`src/rtl/can_mode_pkg.sv`:
```
package can_mode_pkg;
   localparam int CTL_W    = 8;
   localparam int B_SRST   = 0;
   localparam int B_SLPRQ  = 1;
   localparam int B_SLPAK  = 2;
   localparam int B_TLNK   = 3;
   localparam int B_SYNC   = 4;
endpackage

```
`src/rtl/can_ctl_reg.sv`:
```
module can_ctl_reg
   import can_mode_pkg::*;
(
   input  logic             clk,
   input  logic             rst_n,
   input  logic             wr,
   input  logic [CTL_W-1:0] wdata,
   output logic             srst,
   output logic             enter_srst,
   output logic             tlnk,
   output logic             slprq,
   output logic             abort,
   output logic             slpak_clr
);
   assign enter_srst = wr & wdata[B_SRST];
   assign slpak_clr  = wr & ~wdata[B_SLPAK];

   always_ff @(posedge clk or negedge rst_n) begin
      if (!rst_n) begin
         srst  <= 1'b1;
         tlnk  <= 1'b0;
         slprq <= 1'b0;
         abort <= 1'b0;
      end else begin
         abort <= 1'b0;
         if (wr) begin
            if (wdata[B_SRST]) begin
               srst  <= 1'b1;
               tlnk  <= 1'b0;
               slprq <= 1'b0;
               abort <= ~srst;
            end else begin
               srst  <= 1'b0;
               tlnk  <= wdata[B_TLNK];
               slprq <= wdata[B_SLPRQ];
            end
         end
      end
   end
endmodule

```
`src/rtl/can_sync_track.sv`:
```
module can_sync_track #(
   parameter int RUN_LEN = 11,
   parameter int SEQ_N   = 128
) (
   input  logic clk,
   input  logic rst_n,
   input  logic hold,
   input  logic strobe,
   input  logic recessive,
   input  logic bus_off,
   output logic sync
);
   localparam int RUN_W = $clog2(RUN_LEN + 1);
   localparam int SEQ_W = $clog2(SEQ_N + 1);
   localparam logic [RUN_W-1:0] RUN_LAST = RUN_W'(RUN_LEN - 1);
   localparam logic [SEQ_W-1:0] SEQ_LAST = SEQ_W'(SEQ_N - 1);

   logic [RUN_W-1:0] run_q;
   logic [SEQ_W-1:0] seq_q;

   always_ff @(posedge clk or negedge rst_n) begin
      if (!rst_n) begin
         run_q <= '0;
         seq_q <= '0;
         sync  <= 1'b0;
      end else if (hold) begin
         run_q <= '0;
         seq_q <= '0;
         sync  <= 1'b0;
      end else if (strobe && !sync) begin
         if (!recessive) begin
            run_q <= '0;
         end else if (run_q == RUN_LAST) begin
            run_q <= '0;
            if (!bus_off || seq_q == SEQ_LAST) begin
               sync  <= 1'b1;
               seq_q <= '0;
            end else begin
               seq_q <= seq_q + 1'b1;
            end
         end else begin
            run_q <= run_q + 1'b1;
         end
      end
   end
endmodule

```
`src/rtl/can_sleep_hs.sv`:
```
module can_sleep_hs (
   input  logic clk,
   input  logic rst_n,
   input  logic hold,
   input  logic req,
   input  logic cpu_clr,
   input  logic bus_active,
   output logic ack,
   output logic wake_irq
);
   always_ff @(posedge clk or negedge rst_n) begin
      if (!rst_n) begin
         ack      <= 1'b0;
         wake_irq <= 1'b0;
      end else begin
         wake_irq <= 1'b0;
         if (hold || cpu_clr) begin
            ack <= 1'b0;
         end else if (ack) begin
            if (bus_active) begin
               ack      <= 1'b0;
               wake_irq <= 1'b1;
            end
         end else if (req && !bus_active) begin
            ack <= 1'b1;
         end
      end
   end
endmodule

```
`src/rtl/can_mode_ctrl.sv`:
```
module can_mode_ctrl
   import can_mode_pkg::*;
#(
   parameter int NUM_CFG = 12,
   parameter int RUN_LEN = 11,
   parameter int SEQ_N   = 128
) (
   input  logic               clk,
   input  logic               rst_n,
   input  logic               ctl_wr,
   input  logic [CTL_W-1:0]   ctl_wdata,
   output logic [CTL_W-1:0]   ctl_rdata,
   input  logic [NUM_CFG-1:0] cfg_wr_req,
   output logic [NUM_CFG-1:0] cfg_wr_en,
   input  logic               bit_strobe,
   input  logic               bit_recessive,
   input  logic               bus_active,
   input  logic               bus_off,
   input  logic               tmr_src,
   output logic               tmr_out,
   output logic               soft_rst,
   output logic               xfer_abort,
   output logic               wake_irq
);
   if (NUM_CFG < 1)  begin : g_bad_cfg  $error("NUM_CFG must be at least 1");  end
   if (RUN_LEN < 2)  begin : g_bad_run  $error("RUN_LEN must be at least 2");  end
   if (SEQ_N < 1)    begin : g_bad_seq  $error("SEQ_N must be at least 1");    end

   logic srst, enter_srst, tlnk, slprq, slpak_clr, slpak, sync;
   logic hold;

   can_ctl_reg u_reg (
      .clk        (clk),
      .rst_n      (rst_n),
      .wr         (ctl_wr),
      .wdata      (ctl_wdata),
      .srst       (srst),
      .enter_srst (enter_srst),
      .tlnk       (tlnk),
      .slprq      (slprq),
      .abort      (xfer_abort),
      .slpak_clr  (slpak_clr)
   );

   assign hold = srst | enter_srst;

   can_sync_track #(.RUN_LEN(RUN_LEN), .SEQ_N(SEQ_N)) u_sync (
      .clk       (clk),
      .rst_n     (rst_n),
      .hold      (hold),
      .strobe    (bit_strobe),
      .recessive (bit_recessive),
      .bus_off   (bus_off),
      .sync      (sync)
   );

   can_sleep_hs u_sleep (
      .clk        (clk),
      .rst_n      (rst_n),
      .hold       (hold),
      .req        (slprq),
      .cpu_clr    (slpak_clr),
      .bus_active (bus_active),
      .ack        (slpak),
      .wake_irq   (wake_irq)
   );

   for (genvar i = 0; i < NUM_CFG; i++) begin : g_gate
      assign cfg_wr_en[i] = cfg_wr_req[i] & srst;
   end

   always_comb begin
      ctl_rdata          = '0;
      ctl_rdata[B_SRST]  = srst;
      ctl_rdata[B_SLPRQ] = slprq;
      ctl_rdata[B_SLPAK] = slpak;
      ctl_rdata[B_TLNK]  = tlnk;
      ctl_rdata[B_SYNC]  = sync;
   end

   assign tmr_out  = tlnk & tmr_src;
   assign soft_rst = srst;
endmodule

```
`config.mk`:
```
export PLATFORM = sky130hd
export DESIGN_NAME = can_mode_ctrl
export DESIGN_NICKNAME = d
export VERILOG_FILES = /design/src/rtl/can_mode_pkg.sv /design/src/rtl/can_ctl_reg.sv /design/src/rtl/can_sync_track.sv /design/src/rtl/can_sleep_hs.sv /design/src/rtl/can_mode_ctrl.sv
export SDC_FILE = /design/constraint.sdc
export NUM_CORES = 1
export LEC_CHECK = 0
export CELL_PAD_IN_SITES_DETAIL_PLACEMENT = 0
export CELL_PAD_IN_SITES_GLOBAL_PLACEMENT = 1
export CORE_MARGIN = 4
export CORE_UTILIZATION = 33
export CTS_BUF_LIST = sky130_fd_sc_hd__clkbuf_8
export CTS_CLUSTER_DIAMETER = 80
export DETAILED_ROUTE_END_ITERATION = 6
export GPL_TIMING_DRIVEN = 0
export HOLD_SLACK_MARGIN = 0.03
export PLACE_DENSITY = 0.94
export RECOVER_POWER = 100
export SYNTH_ARGS = -nofsm -noshare
export SYNTH_HDL_FRONTEND = slang
export SYNTH_HIERARCHICAL = 1
export SYNTH_SLANG_ARGS = --single-unit
```
`constraint.sdc`:
```
create_clock -name clk -period 2.5 [get_ports clk]
set_input_delay 0.75 -clock clk [delete_from_list [all_inputs] [get_ports clk]]
set_output_delay 0.75 -clock clk [all_outputs]
set_load 0.02 [all_outputs]
```
Word level (Yosys, flattened, before mapping)
Cells that the tools add are included.
Widths: inputs -> output; s select.
{"block": "op_classes", "reduce_logical": 13, "n_bitwise": 18, "addsub": 2, "n_eq_ne": 2, "n_mux": 26}
{"operator": "$mux 8", "n": 5}
{"operator": "$mux 1", "n": 17}
{"operator": "$mux 4", "n": 4}
{"operator": "$and 1x1->1", "n": 15}
{"operator": "$add 8x1->8 const B", "n": 1}
{"operator": "$eq 8x7->1 const B", "n": 1}
{"operator": "$reduce_bool 2->1", "n": 4}
{"operator": "$add 4x1->4 const B", "n": 1}
{"operator": "$eq 4x4->1 const B", "n": 1}
{"operator": "$reduce_and 4->1", "n": 1}
{"operator": "$logic_not 1->1", "n": 3}
{"operator": "$reduce_and 3->1", "n": 1}
{"operator": "$logic_and 1x1->1", "n": 2}
{"operator": "$logic_or 1x1->1", "n": 2}
{"operator": "$not 1->1", "n": 2}
{"operator": "$or 1x1->1", "n": 1}
{"block": "totals", "word_cells": 70, "reg_bits": 19, "out_inout_bits": 24, "inputBits": 28}

Depth between registers and ports, before layout
Gate-level depths: netlist (run 1).
{"block": "depth", "depth_word": 7, "mapped_depth": 9, "depth_no_buf": 7}

Cells and area by module
The synthesis (run 1) kept the hierarchy.
{"module": "can_sync_track", "area_each_um2": 729.4, "seq_area_each_um2": 325.3, "cells_per_inst": 78, "instances": 1}
{"module": "can_mode_ctrl", "area_each_um2": 172.7, "seq_area_each_um2": 0.0, "cells_per_inst": 24, "instances": 1}
{"module": "can_ctl_reg", "area_each_um2": 157.7, "seq_area_each_um2": 101.3, "cells_per_inst": 16, "instances": 1}
{"module": "can_sleep_hs", "area_each_um2": 75.1, "seq_area_each_um2": 50.0, "cells_per_inst": 6, "instances": 1}

Worst setup path before layout (run 1)
Ideal clock, no wire load.
{"block": "synth_timing", "path_kind": "input-to-reg", "from": "in ctl_wdata[0]", "to": "reg u_sync.seq_q[0]", "stages": 8, "n_path_buf": 2, "t_required_ns": 2.382, "setup_slack_ns": 0.462, "arrival_ns": 1.920, "path_cell_list": "nand2_1 -> inv_1 -> or2_2 -> buf_2 -> a31oi_4 -> buf_2 -> nor3_1 -> a21o_1"}
{"block": "synth_between", "elab_chain_cells": 4, "elab_cells_between_ends": 7, "classes_between": "mux (1); bitwise (2); reduce/logical (4)"}
{"element": "from (decl)", "line": "can_mode_ctrl.sv:11", "source": "input logic [CTL_W-1:0] ctl_wdata,"}
{"element": "$and 1x1->1 *", "line": "can_ctl_reg.sv:15", "source": "assign enter_srst = wr & wdata[B_SRST];"}
{"element": "named net enter_srst", "line": "can_mode_ctrl.sv:29", "source": "logic srst, enter_srst, tlnk, slprq, slpak_clr, slpak, sync;"}
{"element": "$or 1x1->1 *", "line": "can_mode_ctrl.sv:45", "source": "assign hold = srst | enter_srst;"}
{"element": "named net hold", "line": "can_mode_ctrl.sv:30", "source": "logic hold;"}
{"element": "$reduce_bool 2->1 (no line)"}
{"element": "$reduce_and 3->1 (no line)"}
{"element": "to (signal assigned)", "line": "can_sync_track.sv:39", "source": "seq_q <= seq_q + 1'b1;"}
{"element": "to (decl)", "line": "can_sync_track.sv:19", "source": "logic [SEQ_W-1:0] seq_q;"}
The timed path passes the listed nets; every way through them passes the cells marked *.
A chain may end at the register's enable or synchronous reset.

Final worst setup path (run 1)
{"block": "layout_timing", "from": "in cfg_wr_req[3]", "to": "out cfg_wr_en[3]"}
{"block": "layout_between", "elab_chain_cells": 1}
{"element": "from (decl)", "line": "can_mode_ctrl.sv:13", "source": "input logic [NUM_CFG-1:0] cfg_wr_req,"}
{"element": "$and 1x1->1", "line": "can_mode_ctrl.sv:69", "source": "assign cfg_wr_en[i] = cfg_wr_req[i] & srst;"}
{"element": "to (decl)", "line": "can_mode_ctrl.sv:14", "source": "output logic [NUM_CFG-1:0] cfg_wr_en,"}
Every way passes these cells.

==> implementation parameters, run 1 <==
Parameter                              Value

Placed design
  Last weighted congestion value of the routability-driven placer ... 0.822
  Sum of net half-perimeters after detailed placement ... 2160 um
  Total cell area at the placement stage ... 1640 sq um
  Count of input and output buffers ... 44

Worst setup path
  Arrival @ worst endpoint ... 1.66 ns
  Number of cells on the worst reg-to-reg path ... 6
  Largest fanout on the critical path ... 1
  Worst path required time ... 1.75 ns
  Critical path start-end classification ... in2out
  Sort of element at the start of the critical path ... primary input
  Reg-to-reg endpoint ... u_sync/seq_q[7]
  Setup crit end kind ... primary output
  Beginning of the critical path ... cfg_wr_req[3]
  Reg-to-reg slack, setup ... 0.72 ns
  RR Startpoint ... u_sync/run_q[0]

Global route
  Antenna violations before repair ... 0
  Global-route met1 utilization ... 0.146
  Maximum number of pins on one net before global-route repair ... 20
  Number of global-route vias before repair ... 1014
  First-pass GRT wire length ... 4510 um
  Overflow after GRT ... 0
  Grt met2 use ... 0.239
  All-Layer GR Usage ... 0.134
  Busiest layer in global routing ... met2
  Global-route track usage on met3 ... 0.0219

Clock tree
  Cell at the root of the clock tree ... sky130_fd_sc_hd__clkbuf_8
  TritonCTS clock tree ... yes
  Post-CTS clock slew at the launch and capture registers of the worst setup and hold paths ... 0.08 ns
  CTS Buf Count ... 3
  Total number of H-tree levels ... 1
  Clock tree buffer depth ... 2
  Sink count of the clock tree ... 19
  Clock Latency Late Sink ... 0.26 ns

Hold path
  Worst hold path depth ... 2
  Worst min-delay path category ... reg2reg
  Startpoint of the worst hold path ... u_reg/srst
  End point of the most critical hold path ... u_reg/srst

Floorplan
  Initial core utilization ... 0.340
  I/O pin cnt ... 52
  Height of the die ... 66.6 um
  Number of placement rows ... 21
  Placeable core region ... 3340 sq um
  Total die area ... 4440 sq um
  Chip Width ... 66.6 um

Routing
  Number of antenna-violating nets in the routed design ... 0
  Number of remaining DRC errors ... 0
  Starting DRT DRC Count ... 30
  Initial DRT Pass Iterations ... 4
  Total via count after detailed routing ... 1024
  Detailed-route vias per instance ... 4.68
  Wire length after detailed routing ... 2640 um
  Routed wire length per instance ... 12.1 um

Timing
  Sum of negative setup slack ... 0 ns
  Highest clock frequency the design can meet ... 415 MHz
  Max-Slew Margin vs Limit ... 0.425
  Final hold violation count ... 0
  Final critical path time including I/O delays and setup ... 2.41 ns
  Number of slew-limit violations in the final report ... 0
  Worst setup skew after layout ... 0.00628 ns
  Final cycle utilization of the critical path ... 0.964
  Unrepaired setup endpoints after global routing ... false
  Setup violations, final ... 0
  Transition time at the pin with the least slew margin ... 0.860 ns

Finish
  Final std cell area, no fill ... 1670 sq um
  Nets@finish ... 205
  Fraction of final layout cells sized beyond drive strength 1 ... 0.173
  Count of fill cells added during filler insertion ... 339
  Count of inserted antenna diode cells ... 0
  Layout Area Growth over Synthesis ... 47.2%

Logic synthesis
  Synth Area per Inst ... 9.15 sq um
  Number of standard cells after synthesis ... 124
  Primary flip-flop cell chosen by synthesis mapping ... sky130_fd_sc_hd__dfrtp_1
  Post-synth ARST share ... 1.00
  Number of register bits inferred by synthesis ... 19
  Count of flip-flops with a built-in enable after synthesis ... 0
  Number of distinct library cell variants in the gate-level netlist after synthesis ... 36
  Cell area after technology mapping ... 1130 sq um
  Portion of the post-synthesis area used by sequential elements ... 0.420
  Count of synthesis-stage warnings from yosys ... 6

Flow run
  Max-cap violations ... 0

Pwr
  Largest vdd supply drop ... 0.170 mV
  P per Cell Area ... 451 nW/um^2
  Leakage power total ... 0.775 nW

Run status
  Result of the run ... finished clean
==> registers in the layout (all words and copies together), names as in the netlist <==
name / flops
u_sleep/ack: 1
u_reg/srst: 1
u_reg/abort: 1
u_sync/seq_q: 8
u_reg/tlnk: 1
u_sleep/wake_irq: 1
u_reg/slprq: 1
u_sync/run_q: 4
u_sync/sync: 1
==> critical path, cell delays in order <==
cell and delay (ns):
sky130_fd_sc_hd__clkdlybuf4s50_1 0.45, sky130_fd_sc_hd__and2_2 0.13, sky130_fd_sc_hd__dlygate4sd2_1 0.33
==> cells in the final DEF, fill, tap and decap left out, types with 3 or more instances in the layout <==
| cell type | netlist | routed |
|---|---|---|
| sky130_fd_sc_hd__buf_4 | 8 | 8 |
| sky130_fd_sc_hd__clkbuf_8 | 0 | 3 |
| sky130_fd_sc_hd__nor2_1 | 6 | 5 |
| sky130_fd_sc_hd__dlygate4sd2_1 | 0 | 13 |
| sky130_fd_sc_hd__or3_1 | 3 | 3 |
| sky130_fd_sc_hd__or4_1 | 3 | 3 |
| sky130_fd_sc_hd__a21oi_1 | 7 | 7 |
| sky130_fd_sc_hd__and2_2 | 8 | 8 |
| sky130_fd_sc_hd__dlygate4sd3_1 | 0 | 9 |
| sky130_fd_sc_hd__o31ai_1 | 5 | 5 |
| sky130_fd_sc_hd__clkdlybuf4s50_1 | 0 | 22 |
| sky130_fd_sc_hd__nand3_1 | 3 | 3 |
| sky130_fd_sc_hd__inv_1 | 7 | 7 |
| sky130_fd_sc_hd__o21ai_0 | 10 | 10 |
| sky130_fd_sc_hd__conb_1 | 1 | 3 |
| sky130_fd_sc_hd__nand2_1 | 12 | 12 |
| sky130_fd_sc_hd__and2_1 | 6 | 4 |
| sky130_fd_sc_hd__dfrtp_1 | 18 | 18 |
| sky130_fd_sc_hd__ha_1 | 3 | 3 |
==> worst max-delay path by stage <==
| stage | to | slack, ns | cells after the start |
|---|---|---|---|
| 3_3_place_gp | u_sync/seq_q[7] | -0.23 | 10 |
| 4_1_cts | u_sync/seq_q[0] | 0.002 | 9 |
| 5_1_grt | u_sync/seq_q[7] | 0.03 | 9 |
| 6_report | cfg_wr_en[3] | 0.09 | 3 |
| 2_1_floorplan | u_sync/seq_q[0] | 0.46 | 8 |
| 3_5_place_dp | u_sync/run_q[2] | -0.27 | 8 |
==> per-layer routing <==
layer  wire length (um)  share of wire
met2               1410           0.54
met4                 61          0.023
met3                126          0.048
met5                  0              0
met1               1040           0.39
==> cell families (layout without fill, tap and decap cells) <==
| group | after synthesis | after routing | synth area share |
|---|---|---|---|
| simple gates | 52 | 52 | 0.265 |
| compound gates | 29 | 29 | 0.170 |
| flops | 19 | 19 | 0.420 |
| buf+inv | 19 | 66 | 0.0992 |
| fa+ha+maj | 3 | 3 | 0.0331 |
| other cells | 1 | 3 | 0.00330 |
| mux | 1 | 1 | 0.00992 |
==> repair_timing <==
action / CTS / global route
hold buffers: 0 / 0
endpoints found under the setup margin: 13 / 9
resized for setup: 13 / 5
setup buffers: 0 / 0
==> final cells by class <==
cell class | instances | area [sq um] | area share
timing repair buffer | 44 | 424 | 0.254
tap | 46 | 57.6 | 0.0345
multi-input combinational | 88 | 549 | 0.329
sequential | 19 | 477 | 0.285
inverter | 7 | 26.3 | 0.0157
clock buffer | 3 | 41.3 | 0.0247
buffer | 11 | 87.6 | 0.0524
clock inverter | 1 | 7.51 | 0.00449
==> Yosys cell counts, types with 5 or more instances <==
| cell type | n | area (sq um) |
|---|---|---|
| sky130_fd_sc_hd__dfrtp_1 | 18 | 450 |
| sky130_fd_sc_hd__nand2_1 | 12 | 45.0 |
| sky130_fd_sc_hd__o21ai_0 | 10 | 50.1 |
| sky130_fd_sc_hd__and2_2 | 8 | 60.1 |
| sky130_fd_sc_hd__buf_4 | 8 | 60.1 |
| sky130_fd_sc_hd__a21oi_1 | 7 | 35.0 |
| sky130_fd_sc_hd__inv_1 | 7 | 26.3 |
| sky130_fd_sc_hd__and2_1 | 6 | 37.5 |
| sky130_fd_sc_hd__nor2_1 | 6 | 22.5 |
| sky130_fd_sc_hd__o31ai_1 | 5 | 37.5 |
==> power by group <==
group          switching [mW]  total (mW)  internal (mW)
logic                  0.0991       0.199          0.100
clock network           0.108       0.220          0.112
registers              0.0126       0.334          0.322
==> metrics by stage <==
step	std cells	hold WS [ns]	setup WS, ns	util	power, mW
6_report	219	0.523	0.0888	0.501	0.754
5_1_grt	219	0.555	0.0316	0.501	0.798
4_1_cts	220	0.531	0.00167	0.501	0.770
3_5_place_dp	216	0.513	-0.274	0.492	0.556
3_3_place_gp	216	0.489	-0.234	0.492	0.549
2_1_floorplan	126	0.454	0.462	-	0.450
Power figures use the tool's default switching activity.
==> run 2: changes to the inputs <==
ABC_AREA = 1   (was unset)
PLACE_DENSITY = 0.95   (was 0.94)
RECOVER_POWER = unset   (was 100)
==> implementation parameters, run 2 <==
Parameter                              Value

Run status
  Result of the run ... finished clean

Timing
  Unrepaired setup endpoints after global routing ... false
  Highest clock frequency the design can meet ... 422 MHz (+1.7%)
  Transition time at the pin with the least slew margin ... 0.864 ns (+0.00399 ns)
  Final cycle utilization of the critical path ... 0.948 (-0.0165)
  Worst setup skew after layout ... 0.000984 ns (-0.00530 ns)
  Final critical path time including I/O delays and setup ... 2.37 ns (-0.0412 ns)
  Max-Slew Margin vs Limit ... 0.422 (-0.00257)
  Number of slew-limit violations in the final report ... 0 (unchanged)
  Setup violations, final ... 0 (unchanged)
  Final hold violation count ... 0 (unchanged)
  Sum of negative setup slack ... 0 ns (unchanged)

Logic synthesis
  Cell type contributing the most total cell area after synthesis ... sky130_fd_sc_hd__dfrtp_1
  Synth Area per Inst ... 7.17 sq um (-22%)
  Number of distinct library cell variants in the gate-level netlist after synthesis ... 25 (-31%)
  Post-synth ARST share ... 1.00 (unchanged)
  Cell area after technology mapping ... 1280 sq um (+12%)
  Cell with the most instances after synthesis ... sky130_fd_sc_hd__nand2_1
  Portion of the post-synthesis area used by sequential elements ... 0.374 (-0.0465)
  Most used standard cells in the synthesized netlist ... sky130_fd_sc_hd__nand2_1 (49), sky130_fd_sc_hd__inv_1 (36), sky130_fd_sc_hd__dfrtp_1 (18), sky130_fd_sc_hd__nor2_1 (17), sky130_fd_sc_hd__nand3_1 (12)
  Top-area cell type share of the netlist area ... 0.353 (-0.0440)
  Number of register bits inferred by synthesis ... 19 (unchanged)
  Count of synthesis-stage warnings from yosys ... 6 (unchanged)
  Primary flip-flop cell chosen by synthesis mapping ... sky130_fd_sc_hd__dfrtp_1
  Count of flip-flops with a built-in enable after synthesis ... 0 (unchanged)
  Number of standard cells after synthesis ... 178 (+44%)
  Top cells by area, synth ... sky130_fd_sc_hd__dfrtp_1 (35%), sky130_fd_sc_hd__nand2_1 (14%), sky130_fd_sc_hd__inv_1 (11%)

Floorplan
  Height of the die ... 70.2 um (+5.3%)
  I/O pin cnt ... 52 (unchanged)
  Placeable core region ... 3690 sq um (+11%)
  Number of placement rows ... 22 (+4.8%)
  Chip Width ... 70.2 um (+5.3%)
  Total die area ... 4930 sq um (+11%)
  Initial core utilization ... 0.346 (+0.00591)

Clock tree
  Post-CTS clock slew at the launch and capture registers of the worst setup and hold paths ... 0.08 ns (about the same)
  Clock tree buffer depth ... 2 (unchanged)
  CTS Buf Count ... 3 (unchanged)
  Clock Latency Late Sink ... 0.26 ns (about the same)
  Post-CTS setup-driven buffer insertion count ... 0 (unchanged)
  Sink count of the clock tree ... 19 (unchanged)
  TritonCTS clock tree ... yes
  Cell at the root of the clock tree ... sky130_fd_sc_hd__clkbuf_8
  Total number of H-tree levels ... 1 (unchanged)

Finish
  Most common library cell in the layout ignoring fill and taps ... sky130_fd_sc_hd__nand2_1
  Fraction of final layout cells sized beyond drive strength 1 ... 0.136 (-0.0374)
  Layout Area Growth over Synthesis ... 42.4%
  Max FFs per register ... 8 (unchanged)
  Final std cell area, no fill ... 1820 sq um (+8.8%)
  Register ranked first by flip-flop count ... u_sync/seq_q
  Post-route core utilization ... 0.493 (-0.00802)
  Count of inserted antenna diode cells ... 0 (unchanged)
  Largest registers ranked by flip-flop count ... u_sync/seq_q (8), u_sync/run_q (4)
  Highest-count cells in the layout ignoring fill and taps ... sky130_fd_sc_hd__nand2_1 (49), sky130_fd_sc_hd__inv_1 (36), sky130_fd_sc_hd__clkdlybuf4s50_1 (31), sky130_fd_sc_hd__dfrtp_1 (18), sky130_fd_sc_hd__nor2_1 (17)
  Nets@finish ... 260 (+27%)

Pwr
  Sequential fraction of design power ... 0.428 (-0.016)
  P per Cell Area ... 436 nW/um^2 (-3.4%)
  Comb power frac ... 0.290 (+0.026)
  Switching part of the total ... 0.316 (+0.0243)
  Net load switching power ... 250 uW (+14%)
  Largest vdd supply drop ... 0.237 mV (+39%)
  Final total power ... 792 uW (+5.1%)
  Internal power contribution ... 542 uW (+1.5%)
  Clock network power share ... 0.282 (-0.010)
  Leakage power total ... 1.03 nW (+33%)

Global route
  Maximum number of pins on one net before global-route repair ... 20 (unchanged)
  All-Layer GR Usage ... 0.108 (-0.0255)
  First-pass GRT wire length ... 4390 um (-2.6%)
  Antenna violations before repair ... 0 (unchanged)
  Number of global-route vias before repair ... 1028 (+1.4%)
  Overflow after GRT ... 0 (unchanged)

Placed design
  Sum of net half-perimeters after detailed placement ... 2110 um (-2.3%)
  Count of input and output buffers ... 44 (unchanged)
  Total cell area at the placement stage ... 1780 sq um (+8.8%)
  Last weighted congestion value of the routability-driven placer ... 0.739 (-10%)

Routing
  Starting DRT DRC Count ... 22 (-27%)
  Detailed-route vias per instance ... 4.16 (-11%)
  Initial DRT Pass Iterations ... 4 (unchanged)
  Number of antenna-violating nets in the routed design ... 0 (unchanged)
  Number of remaining DRC errors ... 0 (unchanged)
  Total via count after detailed routing ... 1147 (+12%)
  Routed wire length per instance ... 9.87 um (-18%)
  Wire length after detailed routing ... 2720 um (+3.1%)

Worst setup path
  Sort of element at the start of the critical path ... primary input
  Largest fanout on the critical path ... 1 (unchanged)
  Critical path start-end classification ... in2out
  Arrival @ worst endpoint ... 1.62 ns (-0.04 ns)
  Worst path required time ... 1.75 ns (about the same)
  Setup crit end kind ... primary output
  Number of cells on the worst reg-to-reg path ... 9 (+3)

Hold path
  Worst min-delay path category ... reg2reg
  Worst hold path depth ... 2 (unchanged)

Flow run
  Max-cap violations ... 0 (unchanged)
## run 2: changes by cell type in the layout (fill, tap and decap cells not counted), sizes merged, moves of 6 or more
| cell | delta |
|---|---|
| a21oi | -6 |
| and2 | -14 |
| clkdlybuf4s50 | +9 |
| dlygate4sd3 | -9 |
| inv | +32 |
| nand2 | +45 |
| nand3 | +11 |
| nor2 | +13 |
## run 2: area by class of cell
type | count | area (sq um)
fillers | 396 | 1870
multi-input cells | 113 | 589
flip-flops and latches | 19 | 477
repair buffers | 44 | 424
inverters | 39 | 146
plain buffers | 9 | 71.3
well taps | 48 | 60.1
clock buffers | 3 | 41.3
clock inverters | 1 | 7.51
## run 2: what timing repair did
item,CTS,global route
setup endpoints to repair,13,0
resized for setup,13,0
hold buffers,0,0
## run 2: cells by family (layout without fill, tap and decap cells)
logic type      count (synthesis)  count (layout)  synth area share
compound gates                  8               8            0.0461
xor+xnor                        3               3            0.0206
fa+ha+maj                       3               3            0.0294
buf+inv                        48              96             0.171
flops                          19              19             0.374
other cells                     1               3           0.00294
simple gates                   96              96             0.357
## run 2: critical path: stages
cell                              delay (ns)
sky130_fd_sc_hd__clkdlybuf4s50_1        0.46
sky130_fd_sc_hd__nand2_1                0.05
sky130_fd_sc_hd__inv_1                  0.04
sky130_fd_sc_hd__dlygate4sd2_1          0.32
## run 2: per-stage QoR
| stage | instances | setup WS (ns) | hold slack, ns |
|---|---|---|---|
| 3_5_place_dp | 272 | -0.148 | 0.502 |
| 4_1_cts | 276 | 0.118 | 0.528 |
| 5_1_grt | 276 | 0.0673 | 0.566 |
| 2_1_floorplan | 180 | 0.790 | 0.454 |
| 3_3_place_gp | 272 | -0.144 | 0.505 |
| 6_report | 276 | 0.130 | 0.526 |
## run 2: power by group through the flow
| stage | clock (mW) | combinational, mW | sequential (mW) |
|---|---|---|---|
| floorplan | 0 | 0.136 | 0.345 |
| global placement | 0 | 0.241 | 0.344 |
| detailed placement | 0 | 0.243 | 0.345 |
| CTS | 0.232 | 0.233 | 0.339 |
| global route | 0.239 | 0.253 | 0.342 |
| finish | 0.224 | 0.230 | 0.339 |
## run 2: metal layers
layer	track usage	part of all wire	vias up
met3	0.0230	0.068	2
met4	0.0447	0.0059	0
met2	0.178	0.45	40
met5	0	0	-
li1	-	-	619
met1	0.137	0.47	486
## run 2: final timing paths
path                       slack, ns               end      startpoint
min in group asynchronous       0.98   u_sync/run_q[1]           rst_n
max reg2reg                     0.87   u_sync/seq_q[7]      u_reg/srst
min reg2reg                     0.53       u_reg/slprq     u_reg/slprq
max in group asynchronous       0.99  u_sleep/wake_irq           rst_n
max                             0.13     cfg_wr_en[11]  cfg_wr_req[11]
min                             0.53       u_reg/slprq     u_reg/slprq
